## src/rtl/pec_pkg.sv

```systemverilog
// Package: shared constants and types for the frame CRC checker.
// Assumes 8-bit bytes and the two frame sizes of the sensor family.
package pec_pkg;
    localparam int BYTE_W    = 8;
    localparam logic [BYTE_W-1:0] CRC_POLY = 8'h07;
    localparam int LEN_SHORT = 11;
    localparam int LEN_LONG  = 35;
    localparam int CNT_W     = $clog2(LEN_LONG);
    localparam int RS_HDR_N  = 3;
    localparam int SS_HDR_N  = 1;
    localparam int HDR_MAX   = RS_HDR_N;
    localparam int IDX_W     = $clog2(HDR_MAX);
    // repeated-start header, entry 0 is absorbed first
    localparam logic [RS_HDR_N-1:0][BYTE_W-1:0] RS_HDR = {8'h15, 8'h4C, 8'h14};
    // stop/start header: read address only
    localparam logic [SS_HDR_N-1:0][BYTE_W-1:0] SS_HDR = {8'h15};

    typedef enum logic [1:0] {ST_IDLE, ST_HDR, ST_PAY} pec_state_e;
endpackage

```

## src/rtl/pec_frame_ctrl.sv

```systemverilog
// Frame sequencer: captures mode/length on start, walks the header,
// then counts covered bytes and marks the check byte.
// Assumes in_sof carries no data and overrides everything.
module pec_frame_ctrl
    import pec_pkg::*;
(
    input  logic             clk,
    input  logic             rst_n,
    input  logic             sof,
    input  logic             valid,
    input  logic             mode_rs,
    input  logic             len_long,
    input  logic             hdr_last,
    output logic             ready,
    output logic             hdr_active,
    output logic             data_take,
    output logic             pec_take,
    output logic             mode_q,
    output logic [IDX_W-1:0] hdr_idx
);
    localparam logic [CNT_W-1:0] PEC_SHORT = CNT_W'(LEN_SHORT - 1);
    localparam logic [CNT_W-1:0] PEC_LONG  = CNT_W'(LEN_LONG - 1);

    pec_state_e       state;
    logic             len_q;
    logic [CNT_W-1:0] cnt;
    logic [CNT_W-1:0] pec_idx;
    logic             acc;

    // handshake and byte classification
    always_comb begin
        pec_idx    = len_q ? PEC_LONG : PEC_SHORT;
        ready      = (state == ST_PAY) && !sof;
        hdr_active = (state == ST_HDR) && !sof;
        acc        = ready && valid;
        pec_take   = acc && (cnt == pec_idx);
        data_take  = acc && (cnt != pec_idx);
    end

    // state, header index and byte counter
    always_ff @(posedge clk) begin
        if (!rst_n) begin
            state   <= ST_IDLE;
            mode_q  <= 1'b0;
            len_q   <= 1'b0;
            cnt     <= '0;
            hdr_idx <= '0;
        end else if (sof) begin
            state   <= ST_HDR;
            mode_q  <= mode_rs;
            len_q   <= len_long;
            cnt     <= '0;
            hdr_idx <= '0;
        end else begin
            case (state)
                ST_HDR: begin
                    if (hdr_last) state <= ST_PAY;
                    else          hdr_idx <= hdr_idx + 1'b1;
                end
                ST_PAY: begin
                    if (pec_take)       state <= ST_IDLE;
                    else if (data_take) cnt <= cnt + 1'b1;
                end
                default: ;
            endcase
        end
    end


    cnt_bound_chk: assert property (@(posedge clk) disable iff (!rst_n)
        (state == ST_PAY) |-> (cnt <= pec_idx));

    sof_count_clear_chk: assert property (@(posedge clk) disable iff (!rst_n)
        sof |=> (cnt == '0 && state == ST_HDR));
endmodule

```

## config.mk

```make
export PLATFORM = sky130hd
export DESIGN_NAME = pec_frame_ctrl
export DESIGN_NICKNAME = d
export VERILOG_FILES = /design/src/rtl/pec_pkg.sv /design/src/rtl/pec_frame_ctrl.sv
export SDC_FILE = /design/constraint.sdc
export NUM_CORES = 1
export LEC_CHECK = 0
export ABC_CLOCK_PERIOD_IN_PS = 2800
export BUFFER_PORTS_ARGS = -buffer_cell sky130_fd_sc_hd__buf_4
export CORE_AREA = 2 2 39 41
export DETAILED_ROUTE_END_ITERATION = 10
export DIE_AREA = 0 0 41 43
export GPL_TIMING_DRIVEN = 0
export PLACE_DENSITY_LB_ADDON = 0.12
export REMOVE_ABC_BUFFERS = 1
export SYNTH_ARGS = -nofsm -noshare
export SYNTH_HDL_FRONTEND = slang
export SYNTH_SLANG_ARGS = --single-unit
```

## constraint.sdc

```tcl
create_clock -name clk -period 2.8 [get_ports clk]
set_clock_uncertainty 0.15 [all_clocks]
set_input_delay 0 -clock clk [delete_from_list [all_inputs] [get_ports clk]]
set_output_delay 0 -clock clk [all_outputs]
set_load 0.01 [all_outputs]
```

After elaboration in Yosys (flattened, before gate mapping)
Index checks and enable logic that the tools add are counted.

word-level totals
  flip-flop bits (word level) = 12
  output and inout port bits = 7

cells by class
  reductions and logical operators = 13
  bitwise operators = 3
  add/subtract/negate cells = 2
  equality and inequality tests = 8
  muxes and demuxes = 5

operators with widths
  operator                                             number
  AND reduction 3 bit                                  3
  adder 6 x 1 -> 6 bit, second input constant          1
  equality test 6 bit                                  1
  2-to-1 mux 6 bit                                     1
  != test 3 bit, second input constant                 2
  != test 6 bit                                        1
  logical AND 1 bit                                    5
  2-to-1 mux 2 bit                                     2
  != test 2 bit, second input constant                 2
  case mux 2 bit (2 select lines)                      1
  NOT 1 bit                                            3
  nonzero test 3 bit                                   1
  adder 2 x 1 -> 2 bit, second input constant          1
  equality test 2 x 1 -> 1 bit, second input constant  1
  equality test 2 bit, second input constant           1
  AND reduction 2 bit                                  1
  nonzero test 2 bit                                   1
  OR reduction 2 bit                                   1
  zero test 1 bit                                      1
  2-to-1 mux 1 bit                                     1

Logic depth before layout (Yosys ltp)
  word-level depth = 7
  mapped depth = 6
  mapped depth without buffers = 6

Worst setup path before layout
OpenSTA, ideal clock, no wires.

  path type = reg2reg
  start = reg cnt[0]
  end = reg cnt[1]
  required time = 2.516 ns
  cell stages (with the launch flop) = 7
  setup time = 0.134 ns
  slack = 1.242 ns
  arrival time = 1.274 ns
  path buffers = 0
  clock period less this slack = 1.558 ns
  path through = dfxtp_1 -> inv_1 -> ha_1 -> or3b_1 -> a21o_1 -> a21oi_1 -> a211oi_2

on the way
  cells in the longest elaborated chain, start to end = 4

RTL lines
  what                                                                          RTL line              source
  from (decl)                                                                   pec_frame_ctrl.sv:26  logic [CNT_W-1:0] cnt;
  from (signal assigned)                                                        pec_frame_ctrl.sv:62  else if (data_take) cnt <= cnt + 1'b1;
  parallel branches: the longest is 4 deep, another holds adder 6 x 1 -> 6 bit  -

Parallel ways; which one is timed is not known.
A chain may end at the register's enable or synchronous reset.

Worst setup path after layout
  start = reg cnt[0]
  end = out pec_take

on the way
  cells in the longest elaborated chain, start to end = 2

RTL lines
  what                 RTL line              source
  equality test 6 bit  pec_frame_ctrl.sv:36  pec_take = acc && (cnt == pec_idx);
  logical AND 1 bit    pec_frame_ctrl.sv:36
  to (decl)            pec_frame_ctrl.sv:17  output logic pec_take,

No other way between the ends.

==> results.txt <==
Outcome: finished, final reports clean
Syn Area/Cell: 9.52 um2
Worst setup margin: 1.03 ns
Chip height: 43 um
Global route total overflow: 0
CP arrival: 1.62 ns
Initial Util: 44.0%
Worst r2r src: cnt[0]$_SDFFE_PP0P_
Max frequency: 0.564 GHz
Final Hold Viols: 0
Post-CTS Setup Repair Bufs: 0
Reg-to-reg endpoint: cnt[1]$_SDFFE_PP0P_
Core area: 1380 um2
Layout cell share with drive strength beyond 1: 27.4%
Busiest grt layer: met2
Crit path max fanout: 4
Slew @ Worst Pin: 0.410 ns
Crit-path cells: inv_1 > ha_1 > or3b_1 > a211oi_1 > buf_4
Critical path launch point type: register
M2 GR Usage: 23.1%
Reg2Reg Depth: 6
Netlist cell types: 31
Vias per cell: 5.04
Seq/Total Area, Yosys: 39.4%
Total Routing Usage GR: 16.3%
# diodes: 0
Worst setup path class: reg2out
Final number of setup-violating endpoints: 0
Vias: 504
Worst path slowest cell: or3b_1
Drt wl/cell: 11.5 um
Layout Cells excl Fill: 100
Die width: 41 um
WP depth: 5
Hold crit path type: in2reg
Placed Area: 712 um2
Site row count: 14
DRT Wirelength: 1150 um
Final instance area: 795 um2
Drt drc: 0
Drt pass-1 iters: 2
Static leakage: 0.304 nW
Placed insts: 91
Fin crit period: 1.77 ns
Worst setup path endpoint: pec_take
Post-Syn Area: 609 um2
EDFF count, synth: 0
Initial drt markers: 3
Area grow syn2layout: 30.4%
Element type at the critical path end: primary output
Critical Path Max Stage Delay: 0.41 ns
Fin util: 57.4%
Final net count: 95
First-pass GRT wire length: 1930 um
Worst path bufs/invs: 2
TritonCTS Sinks: 12
Synthesized flop and latch total: 12
R2R Setup Slk: 1.13 ns
Antenna-violating nets left: 0
Max Slew Vio Count: 0
GR Util met1: 20.9%
CP delay by family, top: simple AND/OR/NAND/NOR gates
Num CTS Buffers: 3
Htree depth: 1
Max cap viols: 0
Most frequent cells in the layout: buf_4, dfxtp_1, dlygate4sd3_1
Maximum buffer depth of the clock tree: 2
Yosys warnings: 0
Async SR Flop Fraction: 0%
CTS Root Cell: clkbuf_4
Clock Pin Slew Worst Setup and Hold Paths: 0.07 ns
Final TNS setup: 0 ns
I/O Pins: 14
Final GP Congestion: 0.767
PwrDens: 395 nW/um2
Final Cycle Share: 63.3%
RSZ-0062 raised after global routing: false
Initial antenna violation count: 0
CTS tree: yes
Commonest non-fill, non-tap cell in the layout: buf_4
Pre-CTS setup slack: 1.14 ns
Post-synth top flop: dfxtp_1
Synthesized instance count: 64
Die footprint: 1760 um2
Max-slew headroom: 72.7%
Largest net degree at the start of global routing: 10
PortBufs: 13
Vias in the first global route: 458
Crit path from: cnt[0]$_SDFFE_PP0P_
Skew-Pair Late Insertion Delay: 0.27 ns
Grt met3 use: 3.14%
Maximum vdd drop: 0.210 mV
CP required: 2.65 ns
DP HPWL: 813 um
==> worst min-delay path by stage <==
stage / cells past startpoint / startpoint / endpoint
detailed placement: 2 / rst_n / len_q$_SDFFE_PN0P_
CTS: 4 / valid / cnt[1]$_SDFFE_PP0P_
global route: 4 / valid / cnt[1]$_SDFFE_PP0P_
floorplan: 1 / sof / hdr_active
finish: 4 / valid / cnt[1]$_SDFFE_PP0P_
global placement: 2 / rst_n / state[0]$_SDFFE_PN0P_
==> stage by stage <==
stage / hold WS, ns / power [mW]
2_1_floorplan: -0.0997 / 0.193
3_3_place_gp: 0.0910 / 0.207
3_5_place_dp: 0.0963 / 0.208
4_1_cts: 0.0338 / 0.320
5_1_grt: 0.0620 / 0.331
6_report: 0.0332 / 0.314
==> layout make-up <==
class	instances	area, um2
fillers	135	589
multi-input cells	49	350
flip-flops and latches	12	240
repair buffers	19	158
clock buffers	3	22.5
well taps	16	20.0
inverters	1	3.75
==> synthesized netlist by cell type, drive strengths merged (2+ instances only) <==
cell type  number  share of area, %
dfxtp          12                39
a21oi           6               7.4
nor2            6               4.1
nand2           5               3.5
xor2            4               5.7
nor2b           3               3.1
nor3b           3               3.7
o21ai           3               2.5
a211oi          2               3.3
ha              2               4.1
mux2i           2               3.3
nand2b          2               2.1
nand4           2               2.1
or3b            2               3.3
==> metal layers <==
layer | part of all wire, % | wire length, um
met4 | 0.79 | 9
met2 | 48 | 551
met1 | 46 | 532
met3 | 4.6 | 53
met5 | 0 | 0
==> flip-flops by register name (all words and copies together), names as in the netlist <==
signal,cells
len_q,1
cnt,6
mode_q,1
hdr_idx,2
state,2
==> worst register-to-register path: stages, from the launching register on <==
cell      delay [ns]
dfxtp_1         0.34
inv_1           0.08
ha_1            0.13
or3b_1          0.41
a21o_1          0.21
a21oi_1         0.18
a211oi_2        0.05
==> cell families after synthesis <==
kind of cell | after synthesis | share of synthesized area (%)
compound gates | 12 | 14.4
xor+xnor | 5 | 7.19
fa+ha+maj | 2 | 4.11
buf+inv | 3 | 3.08
flops | 12 | 39.4
mux | 2 | 3.29
simple gates | 28 | 28.5
==> power breakdown <==
group	switching [mW]	total (mW)	internal, mW	leakage [nW]
Combinational	0.0126	0.0331	0.0205	0.192
Sequential	0.00330	0.177	0.174	0.0975
Clock	0.0537	0.103	0.0497	0.0138
==> what timing repair did <==
item,in CTS,in global routing
resized for setup,0,0
hold buffers,6,0
endpoints found under the hold margin,6,0
No activity file was read; power rests on OpenSTA's default activity.
